`src/rtl/tgs_pkg.sv`:
```
package tgs_pkg;
   typedef enum logic [1:0] {
      ST_IDLE   = 2'd0,
      ST_SETTLE = 2'd1,
      ST_HELD   = 2'd2
   } tgs_state_e;

   localparam int STAT_FLAG_BIT = 0;
   localparam int STAT_IRQ_BIT  = 1;
   localparam int STAT_W        = 2;
endpackage

```
`src/rtl/tgs_guard_timer.sv`:
```
module tgs_guard_timer #(
   parameter int W = 16
) (
   input  logic         clk,
   input  logic         rst_n,
   input  logic         tick,
   input  logic         run,
   input  logic         level_ok,
   input  logic [W-1:0] limit,
   output logic         fire
);
   if (W < 1) begin : g_bad_w
      $error("tgs_guard_timer: W must be at least 1");
   end

   logic [W-1:0] cnt;

   assign fire = run & level_ok & tick & (cnt >= limit);

   always_ff @(posedge clk or negedge rst_n) begin
      if (!rst_n) begin
         cnt <= '0;
      end else if (!run || !level_ok || fire) begin
         cnt <= '0;
      end else if (tick) begin
         cnt <= cnt + 1'b1;
      end
   end

   AST_NO_OVERFLOW: assert property (@(posedge clk) disable iff (!rst_n)
      (tick && run && level_ok && !fire) |-> (cnt != {W{1'b1}}));
   AST_HOLD_NO_TICK: assert property (@(posedge clk) disable iff (!rst_n)
      ($past(run && level_ok) && run && level_ok && !$past(tick)) |-> $stable(cnt));
endmodule

```
`src/rtl/tgs_settle.sv`:
```
module tgs_settle #(
   parameter int TICKS = 2
) (
   input  logic clk,
   input  logic rst_n,
   input  logic tick,
   input  logic start,
   output logic done
);
   if (TICKS < 0) begin : g_bad_ticks
      $error("tgs_settle: TICKS must not be negative");
   end

   if (TICKS == 0) begin : g_bypass
      assign done = start;
   end else begin : g_count
      localparam int CW = (TICKS > 1) ? $clog2(TICKS) : 1;
      localparam logic [CW-1:0] LAST = CW'(TICKS - 1);
      logic          busy;
      logic [CW-1:0] cnt;

      assign done = busy & tick & (cnt == LAST);

      always_ff @(posedge clk or negedge rst_n) begin
         if (!rst_n) begin
            busy <= 1'b0;
            cnt  <= '0;
         end else if (start) begin
            busy <= 1'b1;
            cnt  <= '0;
         end else if (done) begin
            busy <= 1'b0;
            cnt  <= '0;
         end else if (busy && tick) begin
            cnt <= cnt + 1'b1;
         end
      end

      AST_START_WHEN_IDLE: assert property (@(posedge clk) disable iff (!rst_n)
         start |-> !busy);
   end
endmodule

```
`src/rtl/tgs_irq.sv`:
```
module tgs_irq (
   input  logic clk,
   input  logic rst_n,
   input  logic enable,
   input  logic flag_rise,
   input  logic flag_fall,
   input  logic rd,
   output logic active
);
   logic pend;

   always_ff @(posedge clk or negedge rst_n) begin
      if (!rst_n) begin
         pend <= 1'b0;
      end else if (flag_fall) begin
         pend <= 1'b0;
      end else if (flag_rise && enable) begin
         pend <= 1'b1;
      end else if (rd && enable) begin
         pend <= 1'b0;
      end
   end

   assign active = pend & enable;

   AST_READ_RELEASES: assert property (@(posedge clk) disable iff (!rst_n)
      (rd && enable && !flag_rise) |=> !active);
endmodule

```
`src/rtl/tone_guard_steer.sv`:
```
module tone_guard_steer
   import tgs_pkg::*;
#(
   parameter int CODE_W       = 4,
   parameter int GUARD_W      = 16,
   parameter int SETTLE_TICKS = 2
) (
   input  logic                clk,
   input  logic                rst_n,
   input  logic                tick,
   input  logic                tone_det,
   input  logic [CODE_W-1:0]   tone_code,
   input  logic [GUARD_W-1:0]  accept_time,
   input  logic [GUARD_W-1:0]  reject_time,
   input  logic                irq_enable,
   input  logic                rd_strobe,
   output logic [CODE_W-1:0]   rd_data,
   output logic                guard_out,
   output logic                dv_flag,
   output logic [STAT_W-1:0]   status,
   output logic                irq_n
);
   if (CODE_W < 1) begin : g_bad_code
      $error("tone_guard_steer: CODE_W must be at least 1");
   end
   if (GUARD_W < 1) begin : g_bad_guard
      $error("tone_guard_steer: GUARD_W must be at least 1");
   end

   tgs_state_e        state;
   logic              acc_fire;
   logic              rej_fire;
   logic              settle_done;
   logic              irq_active;
   logic [CODE_W-1:0] pend_code;
   logic [CODE_W-1:0] settle_src;

   tgs_guard_timer #(.W(GUARD_W)) u_accept (
      .clk      (clk),
      .rst_n    (rst_n),
      .tick     (tick),
      .run      (state == ST_IDLE),
      .level_ok (tone_det),
      .limit    (accept_time),
      .fire     (acc_fire)
   );

   tgs_guard_timer #(.W(GUARD_W)) u_reject (
      .clk      (clk),
      .rst_n    (rst_n),
      .tick     (tick),
      .run      (state == ST_HELD),
      .level_ok (!tone_det),
      .limit    (reject_time),
      .fire     (rej_fire)
   );

   tgs_settle #(.TICKS(SETTLE_TICKS)) u_settle (
      .clk   (clk),
      .rst_n (rst_n),
      .tick  (tick),
      .start (acc_fire),
      .done  (settle_done)
   );

   tgs_irq u_irq (
      .clk       (clk),
      .rst_n     (rst_n),
      .enable    (irq_enable),
      .flag_rise (settle_done),
      .flag_fall (rej_fire),
      .rd        (rd_strobe && state == ST_HELD),
      .active    (irq_active)
   );

   if (SETTLE_TICKS == 0) begin : g_direct_src
      assign settle_src = tone_code;
   end else begin : g_pend_src
      assign settle_src = pend_code;
   end

   always_ff @(posedge clk or negedge rst_n) begin
      if (!rst_n) begin
         state <= ST_IDLE;
      end else begin
         case (state)
            ST_IDLE:   if (acc_fire) state <= settle_done ? ST_HELD : ST_SETTLE;
            ST_SETTLE: if (settle_done) state <= ST_HELD;
            ST_HELD:   if (rej_fire) state <= ST_IDLE;
            default:   state <= ST_IDLE;
         endcase
      end
   end

   always_ff @(posedge clk or negedge rst_n) begin
      if (!rst_n) begin
         pend_code <= '0;
         rd_data   <= '0;
      end else begin
         if (acc_fire) pend_code <= tone_code;
         if (settle_done) rd_data <= settle_src;
      end
   end

   assign dv_flag   = (state == ST_HELD);
   assign guard_out = (state != ST_IDLE) && tone_det;
   assign irq_n     = !irq_active;
   always_comb begin
      status                = '0;
      status[STAT_FLAG_BIT] = dv_flag;
      status[STAT_IRQ_BIT]  = irq_active;
   end

   AST_RISE_ON_TICK: assert property (@(posedge clk) disable iff (!rst_n)
      $rose(dv_flag) |-> $past(tick));
   AST_DATA_ONLY_ON_RISE: assert property (@(posedge clk) disable iff (!rst_n)
      !$rose(dv_flag) |-> $stable(rd_data));
   AST_FALL_NEEDS_PAUSE: assert property (@(posedge clk) disable iff (!rst_n)
      $fell(dv_flag) |-> (!$past(tone_det) && $past(tick)));
   AST_IRQ_WITH_FLAG: assert property (@(posedge clk) disable iff (!rst_n)
      !irq_n |-> dv_flag);
endmodule

```
`config.mk`:
```
export PLATFORM = sky130hd
export DESIGN_NAME = tone_guard_steer
export DESIGN_NICKNAME = d
export VERILOG_FILES = /design/src/rtl/tgs_pkg.sv /design/src/rtl/tgs_guard_timer.sv /design/src/rtl/tgs_settle.sv /design/src/rtl/tgs_irq.sv /design/src/rtl/tone_guard_steer.sv
export SDC_FILE = /design/constraint.sdc
export NUM_CORES = 1
export LEC_CHECK = 0
export BUFFER_PORTS_ARGS = -buffer_cell sky130_fd_sc_hd__buf_4
export CORE_MARGIN = 2
export CORE_UTILIZATION = 40
export DETAILED_ROUTE_END_ITERATION = 6
export HOLD_SLACK_MARGIN = 0.03
export PLACE_DENSITY = 0.71
export SYNTH_ARGS = -nofsm -noshare
export SYNTH_HDL_FRONTEND = slang
export SYNTH_SLANG_ARGS = --single-unit
```
`constraint.sdc`:
```
create_clock -name clk -period 2.8 [get_ports clk]
set_clock_uncertainty 0.05 [all_clocks]
set_input_delay 0.28 -clock clk [delete_from_list [all_inputs] [get_ports clk]]
set_output_delay 0.28 -clock clk [all_outputs]
set_load 0.02 [all_outputs]
```
# Word-level counts from Yosys, hierarchy flattened
# Cells that the tools add are included.
[classes] n_reduce_logical=21 n_lt_le_gt_ge=2 n_bitwise=9 n_eq_ne=5 add_sub_neg=3 muxes=17
[ops] operator="two-way mux 16 bit" count=4
[ops] operator="adder 16 x 1 -> 16 bit (second input constant)" count=2
[ops] operator=">= comparator 16 bit" count=2
[ops] operator="AND 1 bit" count=9
[ops] operator="two-way mux 1 bit" count=8
[ops] operator="two-way mux 2 bit" count=4
[ops] operator="nonzero test 2 bit" count=4
[ops] operator="!= test 2 bit (second input constant)" count=3
[ops] operator="one-hot mux 2 bit (3 select lines)" count=1
[ops] operator="nonzero test 3 bit" count=2
[ops] operator="logical AND 1 bit" count=5
[ops] operator="zero test 1 bit" count=4
[ops] operator="logical OR 1 bit" count=4
[ops] operator="AND reduction 3 bit" count=1
[ops] operator="equality test 2 x 1 -> 1 bit (second input constant)" count=1
[ops] operator="equality test 2 bit (second input constant)" count=1
[ops] operator="zero test 2 bit" count=1
[ops] operator="adder 1 bit (second input constant)" count=1
[word_totals] input_bits=42 reg_bits=45 elab_cells=65

# Logic depth before layout (Yosys ltp)
[logic_depth] ltp_word=6 mapped_depth=9 depth_no_buf=8

# Hierarchy
# A second synthesis with hierarchy kept.
[hier_totals] hier_cells=332 area_unflattened_um2=3342.0
[modules_own_cells] module="tgs_guard_timer" seq_area_each_um2=400.4 instances=2 area_each_um2=1387.6 cells_each=144
[modules_own_cells] module="tone_guard_steer" seq_area_each_um2=250.2 instances=1 area_each_um2=416.6 cells_each=31
[modules_own_cells] module="tgs_settle" seq_area_each_um2=50.0 instances=1 area_each_um2=95.1 cells_each=8
[modules_own_cells] module="tgs_irq" seq_area_each_um2=25.0 instances=1 area_each_um2=55.1 cells_each=5

# Least setup slack after synthesis
# No wires, ideal clock.
[synth_path] path_kind="reg-to-reg" startpoint="reg u_accept.cnt[3]" endpoint="reg pend_code[0]" n_path_buf=1 arrival_time_ps=2199 path_stages_with_launch=9 path_slack_ps=426 required_time_ps=2625 setup_time_ps=125 cell_sequence="dfrtp_1 ha_1 nor2_1 or3_1 o221ai_2 a31oi_2 or3_1 buf_6 mux2_4"
[synth_via] elab_chain_len=2
[synth_lines] element="from (decl)" line="tgs_guard_timer.sv:16" source="logic [W-1:0] cnt;"
[synth_lines] element="from (signal assigned)" line="tgs_guard_timer.sv:26" source="cnt <= cnt + 1'b1;"
[synth_lines] element=">= comparator 16 bit" line="tgs_guard_timer.sv:18" source="assign fire = run & level_ok & tick & (cnt >= limit);"
[synth_lines] element="AND 1 bit" line="tgs_guard_timer.sv:18"
[synth_lines] element="to (signal assigned)" line="tone_guard_steer.sv:100" source="if (acc_fire) pend_code <= tone_code;"
[synth_lines] element="to (decl)" line="tone_guard_steer.sv:35" source="logic [CODE_W-1:0] pend_code;"
# Every way passes these cells.
# A chain may end at the register's enable or synchronous reset.

# Worst setup path in the final report
[layout_path] startpoint="reg u_reject.cnt[13]" endpoint="reg u_reject.cnt[14]"
[layout_via] elab_chain_len=4 word_cells_on_any_way=7
[layout_lines] element="from (decl)" line="tgs_guard_timer.sv:16"
[layout_lines] element="from (signal assigned)" line="tgs_guard_timer.sv:26"
[layout_lines] element=">= comparator 16 bit" line="tgs_guard_timer.sv:18"
[layout_lines] element="AND 1 bit" line="tgs_guard_timer.sv:18"
[layout_lines] element="logical OR 1 bit" line="tgs_guard_timer.sv:23" source="end else if (!run || !level_ok || fire) begin"
[layout_lines] element="two-way mux 16 bit or nonzero test 2 bit (tied branches)"
# Several ways; a longest one is shown, not always the timed one. The select of a mux whose other input is x is not followed.

==> results.txt <==
----------------------------------------------------
[Clocking]
  Cts bufs inserted ... 5
  CTS tree ... yes
  Setup fix buffers added after clock tree synthesis ... 0
  Number of sinks driven by the clock tree ... 45
  Clock slew at reported path FFs ... approximately 0.08 ns
  Maximum root-to-sink buffer count ... 2
  CTS root buffer ... sky130_fd_sc_hd__clkbuf_8
  Clock latency on the worst-skew pair ... around 0.29 ns
  CTS H-Tree Depth ... 2

[Drt]
  Starting DRC count in detailed routing ... 96
  Post-detailed-route count of antenna-violating nets ... 0
  Vias ... 2,357
  DR WL/cell ... 12.3 um
  Vias per cell ... 5.00
  Total detailed-routing wirelength ... a little under 6000 um
  Pre-antenna DRT Iters ... 4
  Residual DRC ... 0

[Setup path]
  Cells traversed along the worst timing path ... ha_1 > nand4_1 > or3_1 > a221o_1 > nand3_1 > a21o_1 > nor2_1
  Crit path max-delay cell type ... sky130_fd_sc_hd__a21o_1
  Class of the most critical setup path ... flop to flop
  Critical Path End Type ... flop
  CP Max Fanout ... 13
  Worst path arrival time ... 2.61 ns
  Worst reg2reg endpoint ... u_reject.cnt[14]$_DFFE_PN0P_
  Reg2reg setup slack ... 0.31 ns
  Sum of buffers and inverters on the critical path ... 0
  Logic depth of the worst register-to-register path ... 7
  Worst R2R Start ... u_reject.cnt[13]$_DFFE_PN0P_
  Critical Path RT ... 2.91 ns
  Highest cell delay on the worst timing path ... around 0.43 ns
  Crit-path leading delay family ... simple AND/OR/NAND/NOR gates
  Kind of launch point of the worst setup path ... flop

[Floorplanning]
  Horizontal die dimension ... ~90 um
  Full die area ... 8060 um2
  Starting density of the core ... 0.410
  Site Rows ... 31
  Overall die height ... 89.8 um
  Io pins ... 51
  Core region area ... 7180 um2

[Power]
  Reported leakage power ... 1.79 nW
  Maximum vdd drop ... around 0.17 mV
  Net Sw Power ... between 0.2 and 0.3 mW
  Part of the power in the clock network ... 0.400
  Comb power frac ... 0.084
  Power density over the cells ... 356 nW/um2
  Switch share ... 0.209
  Final total power ... approximately 1.3 mW
  Int Power ... 0.994 mW
  Seq pwr share ... 0.516

[STA]
  Measured slew at the worst slew-check pin ... between 0.5 and 0.6 ns
  Maximum clock frequency ... 0.401 GHz
  Final number of setup-violating endpoints ... 0
  Total Neg Setup Slack ... 0 ns
  Hold slack ... 0.163 ns
  Unrepaired setup endpoints after global routing ... false
  Slew headroom ... 0.618
  Post-route clock period utilization ... 0.890
  Minimum clock period ... 2.49 ns
  Number of hold violations in the final report ... 0
  Max-slew violation total from the final report ... 0

[Synth]
  Post-synthesis sequential area ratio ... 0.383
  Post-synth top flop ... sky130_fd_sc_hd__dfrtp_1
  Count of different cell masters after synthesis ... 46
  Async set or reset register ratio after synthesis ... 1.00
  Area of the mapped netlist ... 2940 um2
  Count of mapped cells out of synthesis ... 321
  Number of synthesis warnings ... 0
  Number of flip-flops and latches in the synthesized netlist ... 45
  Average instance area after synthesis ... 9.16 um2
  Number of enable flip-flop cells after synthesis ... 0
  Number of nets in the synthesized netlist ... 397

[Final layout]
  NumNets Final ... between 400 and 500
  Fraction of layout cells with a size suffix above 1 ... 0.196
  Final instance count without filler cells ... approximately 470
  Antenna cell count ... 0
  Syn-to-layout area delta ... 19.9%
  Final cell utilization of the core ... 0.492

[GRT]
  Number of antenna violations at the first check in global routing ... 0
  Number of global-route vias before repair ... 2,379
  Wire length of the first global-routing pass ... 10,300 um
  Global-route usage over all layers ... 0.151
  Pin count of the biggest net entering global routing ... 46
  Grt ovf ... 0

[Flow run]
  Total of max-cap violations ... 0

[Worst hold path]
  Worst Min Path Start ... tone_code[3]
  Hold Path Stages ... 2
  Hold worst-path end ... pend_code[3]$_DFFE_PN0P_
  Worst hold path type ... primary input to flop

[Placement]
  Routability congestion estimate ... 0.769
  Post-DP HPWL ... between 4000 and 5000 um
  Cells after DPL ... between 400 and 500
  IO Port Bufs ... 50

[Run status]
  Status ... finished clean

----------------------------------------------------
==> state kept, by name (all words and copies together), names as in the netlist <==
| register | flops |
|---|---|
| rd_data | 4 |
| u_settle.g_count.busy | 1 |
| u_irq.pend | 1 |
| u_reject.cnt | 16 |
| pend_code | 4 |
| state | 2 |
| u_settle.g_count.cnt | 1 |
| u_accept.cnt | 16 |
==> per-layer routing <==
metal	vias to the layer above	global-route usage	share of wire	routed length, um
li1	1183	-	-	-
met2	52	0.255	0.48	2810
met3	4	0.0327	0.046	270
met1	1118	0.202	0.46	2700
met4	0	0.0308	0.0055	32
met5	-	0	0	0
==> layout make-up <==
type / count / area [um2]
Clock inverter: 1 / 30.0
Sequential cell: 45 / 1130
Inverter: 40 / 150
Clock buffer: 7 / 86.3
Multi-Input combinational cell: 226 / 1610
Fill cell: 695 / 3650
Timing Repair Buffer: 53 / 400
Tap cell: 99 / 124
==> what timing repair did <==
item	CTS	global route
hold buffers	1	0
hold endpoints to repair	45	0
gates resized for setup	0	0
setup endpoints to repair	0	0
==> Yosys cell counts, types with 2 or more instances <==
| cell type | n | area [um2] |
|---|---|---|
| sky130_fd_sc_hd__a22oi_1 | 2 | 15.0 |
| sky130_fd_sc_hd__nand4_1 | 8 | 50.1 |
| sky130_fd_sc_hd__a31oi_1 | 3 | 18.8 |
| sky130_fd_sc_hd__nand3_1 | 12 | 60.1 |
| sky130_fd_sc_hd__inv_1 | 39 | 146 |
| sky130_fd_sc_hd__or3_1 | 5 | 31.3 |
| sky130_fd_sc_hd__a21o_1 | 3 | 22.5 |
| sky130_fd_sc_hd__nand2_1 | 28 | 105 |
| sky130_fd_sc_hd__xor2_1 | 18 | 158 |
| sky130_fd_sc_hd__and2_1 | 2 | 12.5 |
| sky130_fd_sc_hd__xnor2_1 | 9 | 78.8 |
| sky130_fd_sc_hd__mux2_2 | 4 | 45.0 |
| sky130_fd_sc_hd__and3_1 | 4 | 25.0 |
| sky130_fd_sc_hd__nand3b_1 | 2 | 15.0 |
| sky130_fd_sc_hd__clkbuf_1 | 6 | 22.5 |
| sky130_fd_sc_hd__nor2_1 | 38 | 143 |
| sky130_fd_sc_hd__dfrtp_1 | 45 | 1130 |
| sky130_fd_sc_hd__nor3_1 | 3 | 15.0 |
| sky130_fd_sc_hd__nor2b_1 | 2 | 12.5 |
| sky130_fd_sc_hd__buf_4 | 2 | 15.0 |
| sky130_fd_sc_hd__or3b_2 | 2 | 17.5 |
| sky130_fd_sc_hd__a21oi_1 | 15 | 75.1 |
| sky130_fd_sc_hd__o21ai_0 | 6 | 30.0 |
| sky130_fd_sc_hd__ha_1 | 34 | 425 |
| sky130_fd_sc_hd__a211oi_1 | 2 | 15.0 |
| sky130_fd_sc_hd__nand2b_1 | 2 | 12.5 |
| sky130_fd_sc_hd__o2111ai_1 | 3 | 26.3 |
| sky130_fd_sc_hd__mux2_4 | 4 | 60.1 |
==> per-stage QoR <==
stage | instance area [um2] | setup slack (ns)
2_1_floorplan | 2940 | 0.426
3_3_place_gp | 3400 | 0.376
3_5_place_dp | 3400 | 0.324
4_1_cts | 3530 | 0.306
5_1_grt | 3530 | 0.0865
6_report | 3530 | 0.308
==> cells in the final DEF, fill, tap and decap left out, types with 3 or more instances in the layout <==
master	count
sky130_fd_sc_hd__a21oi_1	15
sky130_fd_sc_hd__o21ai_0	6
sky130_fd_sc_hd__nand3_1	12
sky130_fd_sc_hd__nand4_1	8
sky130_fd_sc_hd__dfrtp_1	45
sky130_fd_sc_hd__nand2_1	28
sky130_fd_sc_hd__xnor2_1	9
sky130_fd_sc_hd__xor2_1	18
sky130_fd_sc_hd__nor3_1	3
sky130_fd_sc_hd__clkbuf_8	6
sky130_fd_sc_hd__a31oi_1	3
sky130_fd_sc_hd__a21o_1	3
sky130_fd_sc_hd__mux2_2	4
sky130_fd_sc_hd__buf_4	52
sky130_fd_sc_hd__o2111ai_1	3
sky130_fd_sc_hd__ha_1	34
sky130_fd_sc_hd__or3_1	5
sky130_fd_sc_hd__and3_1	4
sky130_fd_sc_hd__nor2_1	38
sky130_fd_sc_hd__inv_1	39
sky130_fd_sc_hd__mux2_4	4
==> logic make-up after synthesis <==
family                     after synthesis  synth area share
muxes                                    8            0.0357
AOI/OAI and AO/OA                       47             0.111
DFF                                     45             0.383
adders and majority gates               34             0.145
and+or+nand+nor                        110             0.176
buffers and inverters                   50            0.0693
xor gates and xnor gates                27            0.0804
==> worst register-to-register path, cell delays in order, from the launching register on <==
cell	delay, ns
sky130_fd_sc_hd__dfrtp_1	0.42
sky130_fd_sc_hd__ha_1	0.31
sky130_fd_sc_hd__nand4_1	0.16
sky130_fd_sc_hd__or3_1	0.41
sky130_fd_sc_hd__a221o_1	0.27
sky130_fd_sc_hd__nand3_1	0.21
sky130_fd_sc_hd__a21o_1	0.43
sky130_fd_sc_hd__nor2_1	0.10
==> how the worst max path moves through the flow <==
stage                                             from                      endpoint  cells after the start
after floorplan            u_accept.cnt[3]$_DFFE_PN0P_      pend_code[0]$_DFFE_PN0P_                      8
after global placement     u_accept.cnt[3]$_DFFE_PN0P_      pend_code[3]$_DFFE_PN0P_                      7
after detailed placement  u_reject.cnt[13]$_DFFE_PN0P_  u_reject.cnt[14]$_DFFE_PN0P_                      7
after CTS                 u_reject.cnt[13]$_DFFE_PN0P_  u_reject.cnt[14]$_DFFE_PN0P_                      7
after global routing      u_reject.cnt[13]$_DFFE_PN0P_   u_reject.cnt[9]$_DFFE_PN0P_                      7
final                     u_reject.cnt[13]$_DFFE_PN0P_  u_reject.cnt[14]$_DFFE_PN0P_                      7
==> power by group through the flow <==
stage	clock, mW	sequential (mW)	combinational [mW]
detailed placement	0	0.662	0.107
CTS	0.515	0.649	0.109
floorplan	0	0.662	0.0372
finish	0.503	0.649	0.106
global route	0.536	0.649	0.122
global placement	0	0.662	0.104
Power figures use the tool's default switching activity.
